===== src/rtl/mpirq_pkg.sv =====
package mpirq_pkg;

    localparam int unsigned ADDR_W     = 3;
    localparam int unsigned OFS_SET    = 4;
    localparam int unsigned OFS_CLR    = 5;
    localparam int unsigned OFS_STATUS = 6;
    localparam int unsigned OFS_IDENT  = 7;

    typedef enum logic [0:0] {
        ST_IDLE = 1'b0,
        ST_RESP = 1'b1
    } port_state_e;

    typedef enum logic [2:0] {
        RK_MASK,
        RK_SET,
        RK_CLR,
        RK_STATUS,
        RK_IDENT,
        RK_NONE
    } reg_kind_e;

    function automatic reg_kind_e decode_offset(input logic [ADDR_W-1:0] ofs,
                                                input int unsigned num_cpu);
        reg_kind_e k;
        if (32'(ofs) < num_cpu)                k = RK_MASK;
        else if (32'(ofs) == OFS_SET)          k = RK_SET;
        else if (32'(ofs) == OFS_CLR)          k = RK_CLR;
        else if (32'(ofs) == OFS_STATUS)       k = RK_STATUS;
        else if (32'(ofs) == OFS_IDENT)        k = RK_IDENT;
        else                                   k = RK_NONE;
        return k;
    endfunction

endpackage


===== src/rtl/mpirq_edge.sv =====
module mpirq_edge #(
    parameter int unsigned W = 64
) (
    input  logic         clk,
    input  logic         rst_n,
    input  logic [W-1:0] level,
    output logic [W-1:0] rise
);
    logic [W-1:0] level_q;

    always_ff @(posedge clk or negedge rst_n) begin
        if (!rst_n) level_q <= '0;
        else        level_q <= level;
    end

    assign rise = level & ~level_q;
endmodule


===== src/rtl/mpirq_isr.sv =====
module mpirq_isr #(
    parameter int unsigned W = 64
) (
    input  logic         clk,
    input  logic         rst_n,
    input  logic [W-1:0] set_vec,
    input  logic [W-1:0] clr_vec,
    output logic [W-1:0] status
);
    logic [W-1:0] status_d;

    // Clear is applied first, then set, so a set reaching the same bit wins.
    always_comb status_d = (status & ~clr_vec) | set_vec;

    always_ff @(posedge clk or negedge rst_n) begin
        if (!rst_n) status <= '0;
        else        status <= status_d;
    end
endmodule


===== src/rtl/mpirq_mask_bank.sv =====
module mpirq_mask_bank #(
    parameter int unsigned NUM_CPU  = 4,
    parameter int unsigned W        = 64,
    parameter int unsigned IPI_BASE = 46
) (
    input  logic                 clk,
    input  logic                 rst_n,
    input  logic [NUM_CPU-1:0]   mask_we,
    input  logic [W-1:0]         wdata,
    input  logic [W-1:0]         status,
    output logic [NUM_CPU*W-1:0] masks,
    output logic [NUM_CPU-1:0]   irq_out
);
    for (genvar c = 0; c < NUM_CPU; c++) begin : g_cpu
        localparam logic [W-1:0] RST_MASK = W'(1) << (IPI_BASE + c);
        logic [W-1:0] mask_q;

        always_ff @(posedge clk or negedge rst_n) begin
            if (!rst_n)          mask_q <= RST_MASK;
            else if (mask_we[c]) mask_q <= wdata;
        end

        assign masks[c*W +: W] = mask_q;
        assign irq_out[c]      = |(status & mask_q);
    end
endmodule


===== src/rtl/mpirq_port.sv =====
module mpirq_port
    import mpirq_pkg::*;
#(
    parameter int unsigned NUM_CPU = 4,
    parameter int unsigned W       = 64,
    parameter int unsigned CPU_W   = 2
) (
    input  logic                 clk,
    input  logic                 rst_n,
    input  logic                 req_valid,
    input  logic                 req_write,
    input  logic [CPU_W-1:0]     req_cpu,
    input  logic [ADDR_W-1:0]    req_addr,
    input  logic [W-1:0]         req_wdata,
    input  logic [W-1:0]         status,
    input  logic [NUM_CPU*W-1:0] masks,
    output logic [W-1:0]         sw_set,
    output logic [W-1:0]         sw_clr,
    output logic [NUM_CPU-1:0]   mask_we,
    output logic                 rd_valid,
    output logic [W-1:0]         rd_data
);
    port_state_e state_q, state_d;
    reg_kind_e   kind;
    logic        is_wr, is_rd;
    logic [W-1:0] rd_mux;

    assign kind  = decode_offset(req_addr, NUM_CPU);
    assign is_wr = req_valid &&  req_write;
    assign is_rd = req_valid && !req_write;

    // Write strobes
    always_comb begin
        sw_set  = '0;
        sw_clr  = '0;
        mask_we = '0;
        if (is_wr) begin
            unique case (kind)
                RK_SET:  sw_set = req_wdata;
                RK_CLR:  sw_clr = req_wdata;
                RK_MASK: mask_we[req_addr[CPU_W-1:0]] = 1'b1;
                default: ;
            endcase
        end
    end

    // Read multiplexer
    always_comb begin
        rd_mux = '0;
        unique case (kind)
            RK_MASK:   rd_mux = masks[req_addr[CPU_W-1:0]*W +: W];
            RK_STATUS: rd_mux = status;
            RK_IDENT:  rd_mux = W'(req_cpu);
            default:   rd_mux = '0;
        endcase
    end

    // State register
    always_ff @(posedge clk or negedge rst_n) begin
        if (!rst_n) state_q <= ST_IDLE;
        else        state_q <= state_d;
    end

    // Next state
    always_comb begin
        state_d = state_q;
        unique case (state_q)
            ST_IDLE: if (is_rd) state_d = ST_RESP;
            ST_RESP: state_d = is_rd ? ST_RESP : ST_IDLE;
        endcase
    end

    // Outputs
    always_ff @(posedge clk or negedge rst_n) begin
        if (!rst_n)     rd_data <= '0;
        else if (is_rd) rd_data <= rd_mux;
    end

    assign rd_valid = (state_q == ST_RESP);
endmodule


===== src/rtl/mpirq_ctrl.sv =====
module mpirq_ctrl
    import mpirq_pkg::*;
#(
    parameter int unsigned NUM_CPU  = 4,
    parameter int unsigned NUM_IRQ  = 64,
    parameter int unsigned IPI_BASE = 46,
    localparam int unsigned CPU_W   = (NUM_CPU > 1) ? $clog2(NUM_CPU) : 1
) (
    input  logic               clk,
    input  logic               rst_n,
    input  logic [NUM_IRQ-1:0] hw_irq,
    input  logic               req_valid,
    input  logic               req_write,
    input  logic [CPU_W-1:0]   req_cpu,
    input  logic [2:0]         req_addr,
    input  logic [NUM_IRQ-1:0] req_wdata,
    output logic               rd_valid,
    output logic [NUM_IRQ-1:0] rd_data,
    output logic [NUM_CPU-1:0] cpu_irq
);
    logic [NUM_IRQ-1:0]         hw_edge;
    logic [NUM_IRQ-1:0]         sw_set, sw_clr;
    logic [NUM_IRQ-1:0]         status;
    logic [NUM_CPU-1:0]         mask_we;
    logic [NUM_CPU*NUM_IRQ-1:0] masks;

    mpirq_edge #(.W(NUM_IRQ)) u_edge (
        .clk(clk), .rst_n(rst_n), .level(hw_irq), .rise(hw_edge)
    );

    mpirq_isr #(.W(NUM_IRQ)) u_isr (
        .clk(clk), .rst_n(rst_n),
        .set_vec(sw_set | hw_edge), .clr_vec(sw_clr), .status(status)
    );

    mpirq_mask_bank #(.NUM_CPU(NUM_CPU), .W(NUM_IRQ), .IPI_BASE(IPI_BASE)) u_masks (
        .clk(clk), .rst_n(rst_n), .mask_we(mask_we), .wdata(req_wdata),
        .status(status), .masks(masks), .irq_out(cpu_irq)
    );

    mpirq_port #(.NUM_CPU(NUM_CPU), .W(NUM_IRQ), .CPU_W(CPU_W)) u_port (
        .clk(clk), .rst_n(rst_n), .req_valid(req_valid), .req_write(req_write),
        .req_cpu(req_cpu), .req_addr(req_addr), .req_wdata(req_wdata),
        .status(status), .masks(masks), .sw_set(sw_set), .sw_clr(sw_clr),
        .mask_we(mask_we), .rd_valid(rd_valid), .rd_data(rd_data)
    );
endmodule


===== config.mk =====
export PLATFORM = sky130hd
export DESIGN_NAME = mpirq_ctrl
export DESIGN_NICKNAME = d
export VERILOG_FILES = /design/src/rtl/mpirq_pkg.sv /design/src/rtl/mpirq_edge.sv /design/src/rtl/mpirq_isr.sv /design/src/rtl/mpirq_mask_bank.sv /design/src/rtl/mpirq_port.sv /design/src/rtl/mpirq_ctrl.sv
export SDC_FILE = /design/constraint.sdc
export NUM_CORES = 1
export LEC_CHECK = 0
export BUFFER_PORTS_ARGS = -buffer_cell sky130_fd_sc_hd__buf_2
export CELL_PAD_IN_SITES_DETAIL_PLACEMENT = 1
export CELL_PAD_IN_SITES_GLOBAL_PLACEMENT = 1
export CORE_MARGIN = 3
export CORE_UTILIZATION = 29
export DETAILED_ROUTE_END_ITERATION = 12
export GPL_TIMING_DRIVEN = 0
export HOLD_SLACK_MARGIN = 0.06
export PLACE_DENSITY = 0.65
export SLEW_MARGIN = 15
export SYNTH_ARGS = -nofsm -noshare
export SYNTH_HDL_FRONTEND = slang
export SYNTH_HIERARCHICAL = 1
export SYNTH_SLANG_ARGS = --single-unit

===== constraint.sdc =====
create_clock -name clk -period 1.7 [get_ports clk]
set_clock_uncertainty 0.2 [all_clocks]
set_input_delay 0.17 -clock clk [delete_from_list [all_inputs] [get_ports clk]]
set_output_delay 0.17 -clock clk [all_outputs]
set_load 0.03 [all_outputs]

# Yosys cells after proc, flatten, opt, wreduce, memory -nomap -nowiden
# Index checks and enable logic that the tools add are counted.
[word_totals]
regBits = 449
latch_bits = 0
mem_bits_rw = 0
mem_bits_ro = 0
in_bits = 137
output_inout_bits = 69
word_cells = 54
mem_count = 0
[classes]
n_addsub = 0
n_mul = 0
div = 0
n_lt_le_gt_ge = 3
n_eq_ne = 8
n_shift = 1
muxes = 15
bitwise = 10
reduce_logical = 9
[ops]
columns = ["op", "count"]
rows = [
  ["AND 64 bit", 6],
  ["two-way mux 64 bit", 4],
  ["OR reduction 64 bit", 4],
  ["indexed part select 256 x 9 -> 64 bit", 1],
  ["case mux 64 bit (3 select lines)", 1],
  ["NOT 64 bit", 2],
  ["bitwise OR 64 bit", 2],
  ["equality test 3 bit, second input constant", 5],
  ["two-way mux 3 bit", 4],
  ["two-way mux 4 bit", 2],
  ["equality test 3 x 2 -> 1 bit, second input constant", 2],
  ["equality test 3 x 1 -> 1 bit, second input constant", 1],
  ["logical AND 1 bit", 3],
  ["logical NOT 3 bit", 1],
  ["< comparator 2 x 3 -> 1 bit, second input constant", 1],
  ["< comparator 3 bit, second input constant", 1],
  ["two-way mux 1 bit", 3],
  ["demux 1 bit (select 2 bit)", 1],
  ["greater-or-equal comparator 2 x 1 -> 1 bit, second input constant", 1],
  ["logical NOT 1 bit", 1],
]

# Longest topological paths before layout
# Gate-level depths: netlist of run 1.
[logic_depth]
depth_word = 12
mapped_depth = 9
mapped_depth_nobuf = 5

# By module
# The synthesis of run 1 kept the hierarchy.
[by_module_without_submodules]
columns = ["mod", "instances", "cells_per_inst", "area_each_um2"]
rows = [
  ["mpirq_mask_bank", 1, 688, 10730.3],
  ["mpirq_port", 1, 528, 5253.8],
  ["mpirq_edge", 1, 128, 2482.4],
  ["mpirq_isr", 1, 192, 2322.2],
  ["mpirq_ctrl", 1, 64, 400.4],
]

# Least setup slack after synthesis of run 1
# OpenSTA, ideal clock, no wires.
[synth_path]
path_type = "input to register"
startpoint = "input req_addr[0]"
endpoint = "register u_masks.g_cpu[2].mask_q[10]"
setup_time_ns = 0.125
t_arrival_ns = 1.770
slack_ns = -0.395
path_stages = 7
n_path_buf = 5
path_cell_list = "buf_6 -> buf_6 -> buf_4 -> nor4b_1 -> clkbuf_1 -> buf_2 -> mux2_2"
[synth_between]
elab_chain_len = 9
[synth_rtl]
columns = ["element", "line_no", "text"]
rows = [
  ["from (decl)", "mpirq_ctrl.sv:15", "input logic [2:0] req_addr,"],
  ["equality test 3 bit", "mpirq_pkg.sv:30", "else if (32'(ofs) == OFS_IDENT) k = RK_IDENT;"],
  ["two-way mux 1 bit", "mpirq_pkg.sv:30", ""],
  ["two-way mux 3 bit", "mpirq_pkg.sv:29", "else if (32'(ofs) == OFS_STATUS) k = RK_STATUS;"],
  ["two-way mux 3 bit", "mpirq_pkg.sv:28", "else if (32'(ofs) == OFS_CLR) k = RK_CLR;"],
  ["two-way mux 3 bit", "mpirq_pkg.sv:27", "else if (32'(ofs) == OFS_SET) k = RK_SET;"],
  ["two-way mux 3 bit", "mpirq_pkg.sv:26", "if (32'(ofs) < num_cpu) k = RK_MASK;"],
  ["logical NOT 3 bit", "mpirq_port.sv:38", "unique case (kind)"],
  ["two-way mux 4 bit *", "mpirq_port.sv:38", ""],
  ["two-way mux 4 bit *", "mpirq_port.sv:37", "if (is_wr) begin"],
  ["named net mask_we[2]", "mpirq_ctrl.sv:24", "logic [NUM_CPU-1:0] mask_we;"],
  ["to (signal assigned)", "mpirq_mask_bank.sv:20", "else if (mask_we[c]) mask_q <= wdata;"],
  ["to (decl)", "mpirq_mask_bank.sv:16", "logic [W-1:0] mask_q;"],
]
# The timed path passes the listed nets; every way through them passes the cells marked *.
# A chain may end at the register's enable or synchronous reset.

# Worst setup path in the final report of run 1
[layout_path]
startpoint = "register u_isr.status[25]"
endpoint = "output cpu_irq[2]"
[layout_between]
elab_chain_len = 2
[layout_rtl]
columns = ["element", "line_no", "text"]
rows = [
  ["from (decl)", "mpirq_isr.sv:8", "output logic [W-1:0] status"],
  ["from (signal assigned)", "mpirq_isr.sv:17", "else status <= status_d;"],
  ["AND 64 bit", "mpirq_mask_bank.sv:24", "assign irq_out[c] = |(status & mask_q);"],
  ["OR reduction 64 bit", "mpirq_mask_bank.sv:24", ""],
  ["to (decl)", "mpirq_ctrl.sv:19", "output logic [NUM_CPU-1:0] cpu_irq"],
]
# Every way passes these cells.

==> metrics list, run 1 <==
- The run finished, with violations left.
* Violations in the final reports: negative hold slack, negative setup slack
- Cells on worst reg2reg path: 3
- Max-cap violations in this run came to 0.
* Worst endpoint required time: 1330 ps
- Highest attainable clock frequency: 0.324 GHz
- Startpoint-to-endpoint class of the critical path: flop to primary output
- Number of endpoints failing setup at the final stage: 388
- When the netlist entered floorplanning its net count stood at 1737.
- Of all nets on the critical path, the largest fanout is 5.
* CP delay by family, top: simple AND/OR/NAND/NOR gates
* Critical Path Max Stage Delay: 630 ps
- The most critical setup path has its startpoint at u_isr/status[25].
- Final hold viol count: 227
- Top-level port count: 206
- Once the floorplan was initialized, standard cells occupied 29.4% of the core.
- Of the cells placed in the final design, the portion with a size suffix greater than 1 is 40.7%.
* Portion of the post-synthesis area used by sequential elements: 53.0%
- Number of buffer cells added on primary ports: 202
* Minimum clock period: 3090 ps
* Number of instances in the synthesized netlist: 1600
* Worst min path class: input port to async pin
- Static power due to leakage: 13.0 nW
- Fin util: 40.6%
- Row Count: 98
* Max_slew headroom: 38.6%
- Vias: 16200
- Number of distinct library cell variants in the gate-level netlist after synthesis: 32
* Number of buffers on the longest clock path: 3
* Area of the die: 76300 um^2
* Number of nets with antenna violations after routing: 0
- The worst path uses 182% of the clock period.
- Clock net sink count: 449
- Number of nets at the end of the flow: 2200
* Total Routed Length: 86200 um
- Source of the worst register-to-register timing path: u_masks/g_cpu[1].mask_q[25]
- Total buffers and inverters traversed by the critical path: 1
- Root Buffer: sky130_fd_sc_hd__clkbuf_16
* Minimum setup slack in the final design: -1390 ps
- Placed insts: 2757
- Maximum vdd ir drop: 0.707 mV
* DR DRC count: 0
* Most common library cell in the layout ignoring fill and taps: sky130_fd_sc_hd__dfrtp_1
- Floorplan die width: 276 um
- In this run the vertical extent of the chip is 276 um.
- The cell area that synthesis handed to floorplanning was 21200 um^2.
* Critical Path Start Type: flop
- Overall power consumption: 34.3 mW
- The slowest stage of the critical path belongs to the cell sky130_fd_sc_hd__or4_4.
- Total of warnings raised by yosys: 6
- The H-tree was split into 2 levels.
* Avg Cell Area, Syn: 13.2 um^2
- Walking the worst path, the cells encountered are a22o_4 -> a221oi_2 -> nand4_1 -> or4_4 -> buf_6.
- Power spread over the standard cell area amounts to 1180 nW/um^2.
- Entering global routing, the biggest net connects 91 pins.
* Endpoint arrival time on the critical path: 2720 ps
* Placed standard-cell area: 25000 um^2
- Final HPWL from detailed placement: 60800 um
- Setup repair after global routing missed its margin: yes
- Max-slew violation count: 0
* Final Instance Area: 29200 um^2
- Seq cells post-synth: 449
- Internal reg-to-reg setup slack: 20 ps
- Final standard cell count with taps included and fillers excluded: 3059
* First-pass GRT wire length: 126000 um
* Via count of the first global-routing pass: 17800
- Kind of end point of the critical path: primary output
* Synthesis-to-layout area growth: 37.8%
- GRT Util Overall: 22.2%
- Clock tree synthesis inserted a total of 53 buffers.
- Clock transition at the register clock pins on the worst setup and hold paths after CTS: 60 ps
* Clock Latency Late Sink: 620 ps
- Antenna violations before repair: 4
- Across all hold checks on the routed design, the worst slack comes to -707 ps.
* Mean routed wirelength per cell: 28.2 um
- The top cell types in the final layout, fill and taps aside, are 426 x sky130_fd_sc_hd__dfrtp_1, 238 x sky130_fd_sc_hd__mux2_4, 215 x sky130_fd_sc_hd__buf_2, 196 x sky130_fd_sc_hd__dlygate4sd3_1, 129 x sky130_fd_sc_hd__nor2_1.
* Number of detailed-route iterations in the first pass: 5
- The endpoint identified for the worst register-to-register timing path is u_port/rd_data[25].
- Detailed router's first-iteration violation count: 1056
- For the pin with the worst max-slew slack, the measured transition is 920 ps.
- Using the TritonRoute via totals, the vias-per-cell ratio works out to 5.29.
- Summed over all layers, the global routing overflow is 0.
- TritonCTS built the clock tree.
* Total core area: 72000 um^2
- Final estimated routing congestion in global placement: 0.889
cell families (layout without fill, tap and decap cells):
group	after synthesis	after routing	share of synthesized area, %
muxes	322	322	20.5
AOI/OAI and AO/OA	316	316	12.6
DFF	449	449	53.0
and+or+nand+nor	362	362	10.6
buffers and inverters	151	657	3.22
other	0	3	0
sequential cells by signal, indices dropped and copies added, names as in the netlist:
| signal | count |
|---|---|
| u_edge/level_q | 64 |
| u_isr/status | 64 |
| u_masks/g_cpu.mask_q | 256 |
| u_port/rd_data | 64 |
| u_port/rd_valid | 1 |
Yosys cell counts, drive strengths merged:
library cell  count  share of area [%]
nand2            72                1.3
inv              65                1.2
nor3b             1              0.035
a221oi           64                2.9
nor4b             2              0.083
mux4             64                6.8
clkbuf           25               0.44
nand3             2              0.047
nor4              1              0.030
mux2            256                 14
or4               4               0.14
mux2i             2              0.094
a22o            126                5.2
nand4            16               0.47
and2              1              0.030
dfstp             4               0.50
or2              64                1.9
dfrtp           445                 53
or3               2              0.059
nand2b            1              0.030
nor2b            64                4.2
nand3b            1              0.035
buf              61                1.6
a21o            126                4.5
nor3              2              0.071
nor2            129                2.3
worst max-delay path by stage:
stage                               endpoint  slack [ps]  cells after the start
after global placement    u_edge/level_q[26]       -9030                      1
after detailed placement    u_isr/status[45]       -1090                      8
after CTS                         cpu_irq[2]       -1330                      5
after global routing              cpu_irq[2]       -1440                      5
final                             cpu_irq[2]       -1390                      5
after floorplan                   cpu_irq[0]        -160                      4
layer usage:
metal	wire, um	vias to the layer above	GRT usage, %	share of wire [%]
met3	5710	135	4.61	6.6
met4	3000	4	7.89	3.5
li1	-	6766	-	-
met5	27	-	0	0.031
met1	36000	8656	28.8	42
met2	41500	621	36.9	48
per-stage QoR:
stage / setup TNS (ps) / setup slack, ps
after global routing: -228440 / -1440
after global placement: -4188710 / -9030
after detailed placement: -207000 / -1090
after CTS: -230140 / -1330
final: -226250 / -1390
after floorplan: -16370 / -156
power breakdown:
group / switching [mW] / internal (mW)
Clock: 4.82 / 6.90
Combinational: 3.36 / 4.48
Sequential: 2.18 / 12.6
layout make-up:
| type | count | area (um^2) |
|---|---|---|
| clock buffer | 75 | 1540 |
| buffer | 85 | 810 |
| fill | 7426 | 42800 |
| sequential | 449 | 11300 |
| clock inverter | 23 | 231 |
| multi-input combinational | 1000 | 10700 |
| tap | 950 | 1190 |
| timing repair buffer | 409 | 3190 |
| inverter | 65 | 244 |
| antenna | 3 | 7.51 |
repair_timing:
action,CTS,global route
resized for setup,81,31
pin swaps,12,5
endpoints found under the setup margin,115,389
hold endpoints to repair,617,233
hold buffers,196,2
gates cloned,0,0
buffers inserted,4,2
Power figures use the tool's default switching activity.
==> run 2, diff against run 1 <==
Settings changed: HOLD_SLACK_MARGIN 0.06 to not set, SLEW_MARGIN 15 to not set.
==> run 2 against run 1 <==
Net effect: the flow still finishes with violations (negative hold slack, negative setup slack); final cell count shrank 0.56%; sequential power is essentially flat; sequential share of layout area grew 0.10 points; hold slack lost 4.5 ps; global-route usage shrank 0.23 points.
==> metrics list, run 2 (same netlist as run 1, synthesis figures left out) <==
* Outcome: complete, but fails checks
* Violations in the final reports: negative hold slack, negative setup slack
- Mean routed wirelength per cell: 28.2 um (+0.10%)
- TritonCTS built the clock tree.
- The count of endpoints failing setup in the final report was 4 (-99%).
* Top-level port count: 206 (unchanged)
- Synthesis-to-layout area growth: 37.4%
- Largest register by flop count: u_masks/g_cpu.mask_q
- Worst min path class: input port to async pin
* Number of flip-flops under the largest register name: 256 (unchanged)
- The max-slew headroom at the worst pin is 41.4% (+2.8 points).
- Maximum vdd ir drop: 0.762 mV (+7.7%)
- Highest attainable clock frequency: 0.326 GHz (+0.75%)
- The latest clock arrival within the worst-skew pair was 610 ps (about the same).
* Total buffers and inverters traversed by the critical path: 1 (unchanged)
- Minimum setup slack in the final design: -1370 ps (+23.0 ps)
* Chip height: 276 um (unchanged)
* Library cell contributing the largest single delay on the critical path: sky130_fd_sc_hd__or4_4
- The fraction of layout instances using a drive strength above 1 was 40.8% (+0.073 points).
- The total global routing track utilization came to 22.0% (-0.23 points).
- The post-route antenna net violation count is 0 (unchanged).
- The detailed placement HPWL was 60600 um (-0.42%).
- The final-report max-slew violation count was 0 (unchanged).
- Final worst-path cycle share: 180% (-1.4 points)
- The root buffer cell chosen for the clock tree is sky130_fd_sc_hd__clkbuf_16.
- The required time of the critical path came to 1330 ps (about the same).
- Floorplan die width: 276 um (unchanged)
* Final estimated routing congestion in global placement: 0.889 (unchanged)
- The worst hold slack was -711 ps (-4.48 ps).
- The library cell used most frequently in the layout, excluding fill and tap cells, is sky130_fd_sc_hd__dfrtp_1.
* Number of detailed-route iterations in the first pass: 5 (unchanged)
* Final Instance Area: 29100 um^2 (-0.30%)
- The remaining routing DRC violations came to 0 (unchanged).
* Area of the die: 76300 um^2 (unchanged)
- Broken down by cell family, the worst path's largest delay share belongs to simple AND/OR/NAND/NOR gates.
- The number of H-tree levels was 2 (unchanged).
- The data arrival time at the worst-slack endpoint came to 2700 ps (-20 ps).
- Effective utilization at floorplan: 29.4% (unchanged)
* First-pass GRT wire length: 124000 um (-1.2%)
- The core occupancy in the finished layout is 40.4% (-0.12 points).
- The delay of the slowest cell on the worst path is 580 ps (-50 ps).
- Clock transition at the register clock pins on the worst setup and hold paths after CTS: 60 ps (about the same)
* Via count of the first global-routing pass: 17500 (-2.1%)
* Detailed router's first-iteration violation count: 1223 (+16%)
- The remaining global-route overflow was 0 (unchanged).
- Cell-by-cell listing of the critical path: a22o_1 -> a221oi_2 -> nand4_1 -> or4_4 -> buf_6
* Vias: 16200 (+0.25%)
- The critical path is of the flop to primary output type.
- Clock buffers created by TritonCTS: 54 (+1.9%)
- Number of buffers on the longest clock path: 3 (unchanged)
* Crit Path Max Fanout: 6 (+1)
- Maximum number of pins on one net before global-route repair: 121 (+33%)
* Most used cells in the layout excluding fill and tap cells: 429 x sky130_fd_sc_hd__dfrtp_1, 238 x sky130_fd_sc_hd__mux2_4, 211 x sky130_fd_sc_hd__buf_2, 177 x sky130_fd_sc_hd__dlygate4sd3_1, 129 x sky130_fd_sc_hd__nor2_1
- Pwr dens: 1190 nW/um^2 (+1.5%)
* Total core area: 72000 um^2 (unchanged)
- The placed instance area is 25000 um^2 (-0.11%).
- Number of buffer cells added on primary ports: 202 (unchanged)
- The transition at the pin with the smallest max-transition slack was 879 ps (-41.3 ps).
- The number of rows in the core area is 98 (unchanged).
* Vias per std cell: 5.33 (+0.81%)
- The time the worst path needs with I/O delays and setup is 3070 ps (-23.0 ps).
- Setup repair after global routing could not meet its margin everywhere.
* Kind of end point of the critical path: primary output
- Number of hold buffers added after cts: 178 (-9.2%)
- Number of nets at the end of the flow: 2182 (-0.82%)
* # fillers: 7417 (-0.12%)
- STA classifies the critical path startpoint as a flop.
- The number of antenna violations at the first check in global routing was 6 (+2).
- # Max-Cap Violations: 0 (unchanged)
* Final hold viol count: 252 (+11%)
- The leakage dissipation was 13.0 nW (-0.26%).
- The clock sink total was 449 (unchanged).
* Total Routed Length: 85800 um (-0.45%)
[run 2: changes by cell type in the layout (fill, tap and decap cells not counted), moves of 2 or more]
cell	before	now
sky130_fd_sc_hd__dfrtp_1	426	429
sky130_fd_sc_hd__clkbuf_8	15	17
sky130_fd_sc_hd__buf_6	8	11
sky130_fd_sc_hd__a22o_1	118	120
sky130_fd_sc_hd__a221oi_4	12	14
sky130_fd_sc_hd__buf_2	215	211
sky130_fd_sc_hd__clkbuf_16	54	57
sky130_fd_sc_hd__dlygate4sd3_1	196	177
sky130_fd_sc_hd__clkbuf_4	4	7
sky130_fd_sc_hd__clkinv_2	16	9
sky130_fd_sc_hd__dfrtp_2	19	16
sky130_fd_sc_hd__clkbuf_1	14	19
[run 2: layout make-up]
type	instances	area, um^2	share of cell area [%]
flip-flops and latches	449	11300	38.7
multi-input cells	1000	10700	36.9
repair buffers	390	3010	10.3
clock buffers	85	1660	5.71
well taps	950	1190	4.08
plain buffers	85	813	2.79
inverters	65	244	0.838
clock inverters	16	189	0.649
diodes	2	5.00	0.0172
[run 2: worst register-to-register path: cells and delay by family, from the launching register on]
family             cells  cell delay (ps)
AOI/OAI and AO/OA      2              370
DFF                    1              490
muxes                  1              510
[run 2: routing by layer]
layer  vias up  global-route usage (%)  routed length (um)
met2       638                    36.7               41300
li1       6740                       -                   -
met4         6                    6.30                2650
met3       155                    4.42                5870
met5         -                       0                  41
met1      8684                    29.0               35900
[run 2: power breakdown]
part           internal, mW  switching, mW  leakage (nW)
registers              12.6           2.19          5.29
clock network          7.29           4.86         0.910
logic                  4.46           3.35          6.79
total                  24.3           10.4          13.0
[run 2: per-stage QoR]
step                total power, mW  TNS (ps)  std cells  worst slack, ps
global route                   36.0     -5530       3040            -1390
finish                         34.7     -5400       3042            -1370
floorplan                      19.0    -16370       1600             -156
CTS                            34.8    -25320       3036            -1350
global placement               21.6  -4188710       2752            -9030
detailed placement             21.9   -226100       2756            -1080
[run 2: final timing paths]
| kind | slack [ps] | endpoint | startpoint | cells after the start |
|---|---|---|---|---|
| worst max register to register | 30 | u_port/rd_data[25] | u_masks/g_cpu[1].mask_q[25] | 3 |
| worst min-delay path | -710 | u_edge/level_q[56] | rst_n | 1 |
| max in group asynchronous | 390 | u_masks/g_cpu[2].mask_q[26] | rst_n | 3 |
| worst max-delay path | -1370 | cpu_irq[2] | u_isr/status[4] | 5 |
| min in group clk | 10 | u_edge/level_q[23] | hw_irq[23] | 2 |
| worst min register to register | 340 | u_masks/g_cpu[0].mask_q[21] | u_masks/g_cpu[0].mask_q[21] | 1 |
[run 2: repair_timing]
action                     4_1_cts  5_1_grt
gates resized for setup         72       45
buffers inserted                 2        4
hold endpoints to repair       642      252
setup endpoints to repair      115       88
pin swaps                       11       10
==> run 3, diff against run 2 <==
Settings changed: CORE_MARGIN 3 to 4, SYNTH_HIERARCHICAL 1 to not set.
Clock period 1.7 ns to 2.65 ns, I/O delays scaled along.
==> run 3 against run 2 <==
Net effect: the flow still finishes with violations (negative hold slack, negative setup slack); sequential cell count is the same; routed wire length shrank 2.8%; hold slack gained 700 ps; non-clock buffer count shrank 26; critical path type unchanged; largest cell class unchanged.
==> metrics list, run 3 <==
- Outcome: complete, but fails checks
- Violations in the final reports: negative hold slack, negative setup slack
- CTS tree: done
* Main synth FF type: sky130_fd_sc_hd__dfrtp_1
- Fraction of synthesis flops using an asynchronous set or reset pin: 100% (unchanged)
- The number of flops mapped to enable cells by yosys was 0 (unchanged).
- The die footprint was 72000 um^2 (-5.7%).
* Chip height: 268 um (-2.9%)
- Overall power consumption: 21.2 mW (-39%)
- The ratio of routed vias to standard cells was 5.51 (+3.3%).
- Number of distinct library cell variants in the gate-level netlist after synthesis: 30 (-6.3%)
* Max-slew violation count: 0 (unchanged)
* Vias: 15000 (-7.3%)
- The worst hold slack is -6.71 ps (+705 ps).
- Dominant cell by count in the synthesized netlist: sky130_fd_sc_hd__dfrtp_1
- Counting flops per register, the top entry is u_masks.g_cpu.mask_q.
* Setup repair after global routing missed its margin: yes
* DR DRC count: 0 (unchanged)
* Total of warnings raised by yosys: 0 (-6)
- CTS HTree Levels: 2 (unchanged)
- Number of buffers on the longest clock path: 3 (unchanged)
* Final worst-path cycle share: 117%
- Row Count: 95 (-3.1%)
* Source of the worst register-to-register timing path: u_masks.g_cpu[2].mask_q[0]
- Number of endpoints failing setup at the final stage: 4 (unchanged)
- Highest attainable clock frequency: 0.324 GHz
- FF-to-FF End: u_port.rd_data[0]
* Floorplan die width: 268 um (-2.9%)
* Static power due to leakage: 11.0 nW (-15%)
- Number of flip-flops under the largest register name: 256 (unchanged)
- Clock net sink count: 449 (unchanged)
- Critical Path Start Type: flop
* First-pass GRT wire length: 119000 um (-4.5%)
* Top-level port count: 206 (unchanged)
- Total Routed Length: 83400 um (-2.8%)
- Final estimated routing congestion in global placement: 0.997 (+12%)
* GRT Util Overall: 22.9% (+0.91 points)
- Worst endpoint required time: 2180 ps (+850 ps)
- Ranked by instance count, the synthesized netlist is headed by 445 x sky130_fd_sc_hd__dfrtp_1, 239 x sky130_fd_sc_hd__mux2_2, 191 x sky130_fd_sc_hd__nand2_1.
- Number of nets produced by synthesis: 1528 (-12%)
* Remaining global-route overflow: 0 (unchanged)
- The number of search-and-repair iterations in the first detailed-routing pass came to 5 (unchanged).
- Seq cells post-synth: 449 (unchanged)
- Cell area after synthesis: 19700 um^2 (-7.3%)
* Final hold viol count: 2 (-99%)
- Minimum setup slack in the final design: -441 ps (+927 ps)
* Setup TNS after final layout: -1620 ps (+3780 ps)
* Final HPWL from detailed placement: 62500 um (+3.2%)
- The max-slew headroom at the worst pin came to 11.7% (-30 points).
* Detailed router's first-iteration violation count: 1136 (-7.1%)
* Avg Cell Area, Syn: 14.1 um^2 (+6.7%)
- The number of fill cells is 6953 (-6.3%).
- The quantity of I/O buffers inserted on ports came to 203 (+0.50%).
* Startpoint-to-endpoint class of the critical path: flop to primary output
- Fraction of layout cells with a size suffix above 1: 43.3% (+2.5 points)
- Minimum clock period: 3090 ps
- Maximum vdd ir drop: 0.430 mV (-44%)
* Antenna violations before repair: 2 (-4)
- Number of nets with antenna violations after routing: 0 (unchanged)
- The transition at the pin with the smallest max-transition slack is 1320 ps (+445 ps).
- The clock buffer count from CTS is 51 (-5.6%).
- Kind of end point of the critical path: primary output
* Most used cells in the layout excluding fill and tap cells: 390 x sky130_fd_sc_hd__dfrtp_1, 239 x sky130_fd_sc_hd__mux2_2, 234 x sky130_fd_sc_hd__buf_2, 191 x sky130_fd_sc_hd__nand2_1, 132 x sky130_fd_sc_hd__dlygate4sd3_1
* Mean routed wirelength per cell: 30.5 um (+8.2%)
- The latest clock arrival within the worst-skew pair came to 600 ps (about the same).
- Maximum number of pins on one net before global-route repair: 108 (-11%)
- The highest net fanout along the worst path was 5 (-1).
- The instance count of the mapped netlist is 1391 (-13%).
- Worst min path class: input port to async pin
- The data arrival time at the worst-slack endpoint came to 2630 ps (-70 ps).
- The setup slack on the worst flop-to-flop path came to 510 ps (+480 ps).
* Cells on worst reg2reg path: 4 (+1)
* Portion of the post-synthesis area used by sequential elements: 57.2% (+4.1 points)
* Synthesis-to-layout area growth: 31.4%
- The starting utilization of the core area is 29.3% (-0.18 points).
- The core outline area came to 67200 um^2 (-6.7%).
* Dominant cells by area after synthesis: sky130_fd_sc_hd__dfrtp_1 57%, sky130_fd_sc_hd__mux2_2 14%, sky130_fd_sc_hd__mux4_2 7.3%, sky130_fd_sc_hd__nand2_1 3.6%, sky130_fd_sc_hd__a221o_1 3.3%
- Cell taking the most area after synthesis: sky130_fd_sc_hd__dfrtp_1
- The count of max-cap constraint violations came to 0 (unchanged).
- Pwr dens: 820 nW/um^2 (-31%)
- The final net count is 1957 (-10%).
- Most common library cell in the layout ignoring fill and taps: sky130_fd_sc_hd__dfrtp_1
- The via count of the first global-routing pass came to 16100 (-7.9%).
- Proportion of netlist area held by the largest area contributor: 56.7% (+4.1 points)
- The register clock-pin slew on the reported worst setup and hold paths came to 60 ps (about the same).
- Root Buffer: sky130_fd_sc_hd__clkbuf_16
-- run 3: changes by cell type after synthesis, moves of 64 or more --
cell	delta
sky130_fd_sc_hd__inv_1	-64
sky130_fd_sc_hd__a21o_1	-126
sky130_fd_sc_hd__nor2b_4	-64
sky130_fd_sc_hd__nor2b_1	+66
sky130_fd_sc_hd__a221o_1	+64
sky130_fd_sc_hd__nand2_1	+119
sky130_fd_sc_hd__nor2_1	-128
sky130_fd_sc_hd__or2_1	-64
-- run 3: worst max path at each step --
stage,startpoint,to,slack [ps],cells after the start
after floorplan,u_isr.status[27],cpu_irq[0],590,4
after global placement,rst_n,u_edge.level_q[48],-7930,1
after detailed placement,req_write,u_port.rd_data[38],-620,7
after CTS,u_isr.status[20],cpu_irq[3],-420,5
after global routing,u_isr.status[3],cpu_irq[1],-440,5
final,u_isr.status[3],cpu_irq[1],-440,5
-- run 3: logic make-up after synthesis --
group,Yosys count,synth area share (%)
flops,449,57.2
mux,322,22.1
simple gates,288,6.86
compound gates,258,11.5
buf+inv,74,2.37
-- run 3: layout make-up --
type	instances	area, um^2	area share, %
Clock inverter	12	178	0.688
Clock buffer	78	1570	6.08
Sequential cell	449	11300	43.8
Buffer	73	462	1.79
Antenna cell	2	5.00	0.0194
Multi-Input combinational cell	868	8390	32.5
Inverter	1	3.75	0.0145
Timing Repair Buffer	376	2810	10.9
Tap cell	873	1090	4.23
-- run 3: critical path, cell delays in order (launching register included) --
cell	delay [ps]
sky130_fd_sc_hd__dfrtp_2	530
sky130_fd_sc_hd__a22o_4	310
sky130_fd_sc_hd__a221oi_4	280
sky130_fd_sc_hd__nand4_1	170
sky130_fd_sc_hd__or4_4	560
sky130_fd_sc_hd__buf_6	170
-- run 3: report_power, final --
group / switching, mW / total (mW) / internal (mW)
logic: 1.96 / 4.08 / 2.12
clock network: 2.94 / 7.39 / 4.44
registers: 1.67 / 9.72 / 8.06
-- run 3: stage by stage --
step | instance area (um^2) | util, % | cells | worst slack, ps
after floorplan | 19700 | - | 1391 | 586
after global placement | 21800 | 32.4 | 2467 | -7930
after detailed placement | 21900 | 32.7 | 2473 | -620
after CTS | 25800 | 38.3 | 2729 | -419
after global routing | 25800 | 38.5 | 2731 | -442
final | 25800 | 38.5 | 2732 | -441
-- run 3: repair_timing --
action	4_1_cts	5_1_grt
setup endpoints to repair	4	8
hold buffers	132	0
pin swaps	17	6
setup buffers	34	1
gates cloned	0	0
resized for setup	115	14
endpoints found under the hold margin	587	0
-- run 3: metal layers --
layer	part of all wire [%]	track usage (%)	routed length (um)
met1	42	30.7	35000
met2	47	37.3	39300
met3	6.7	3.97	5570
met4	4.2	8.93	3510
met5	0.016	0	13
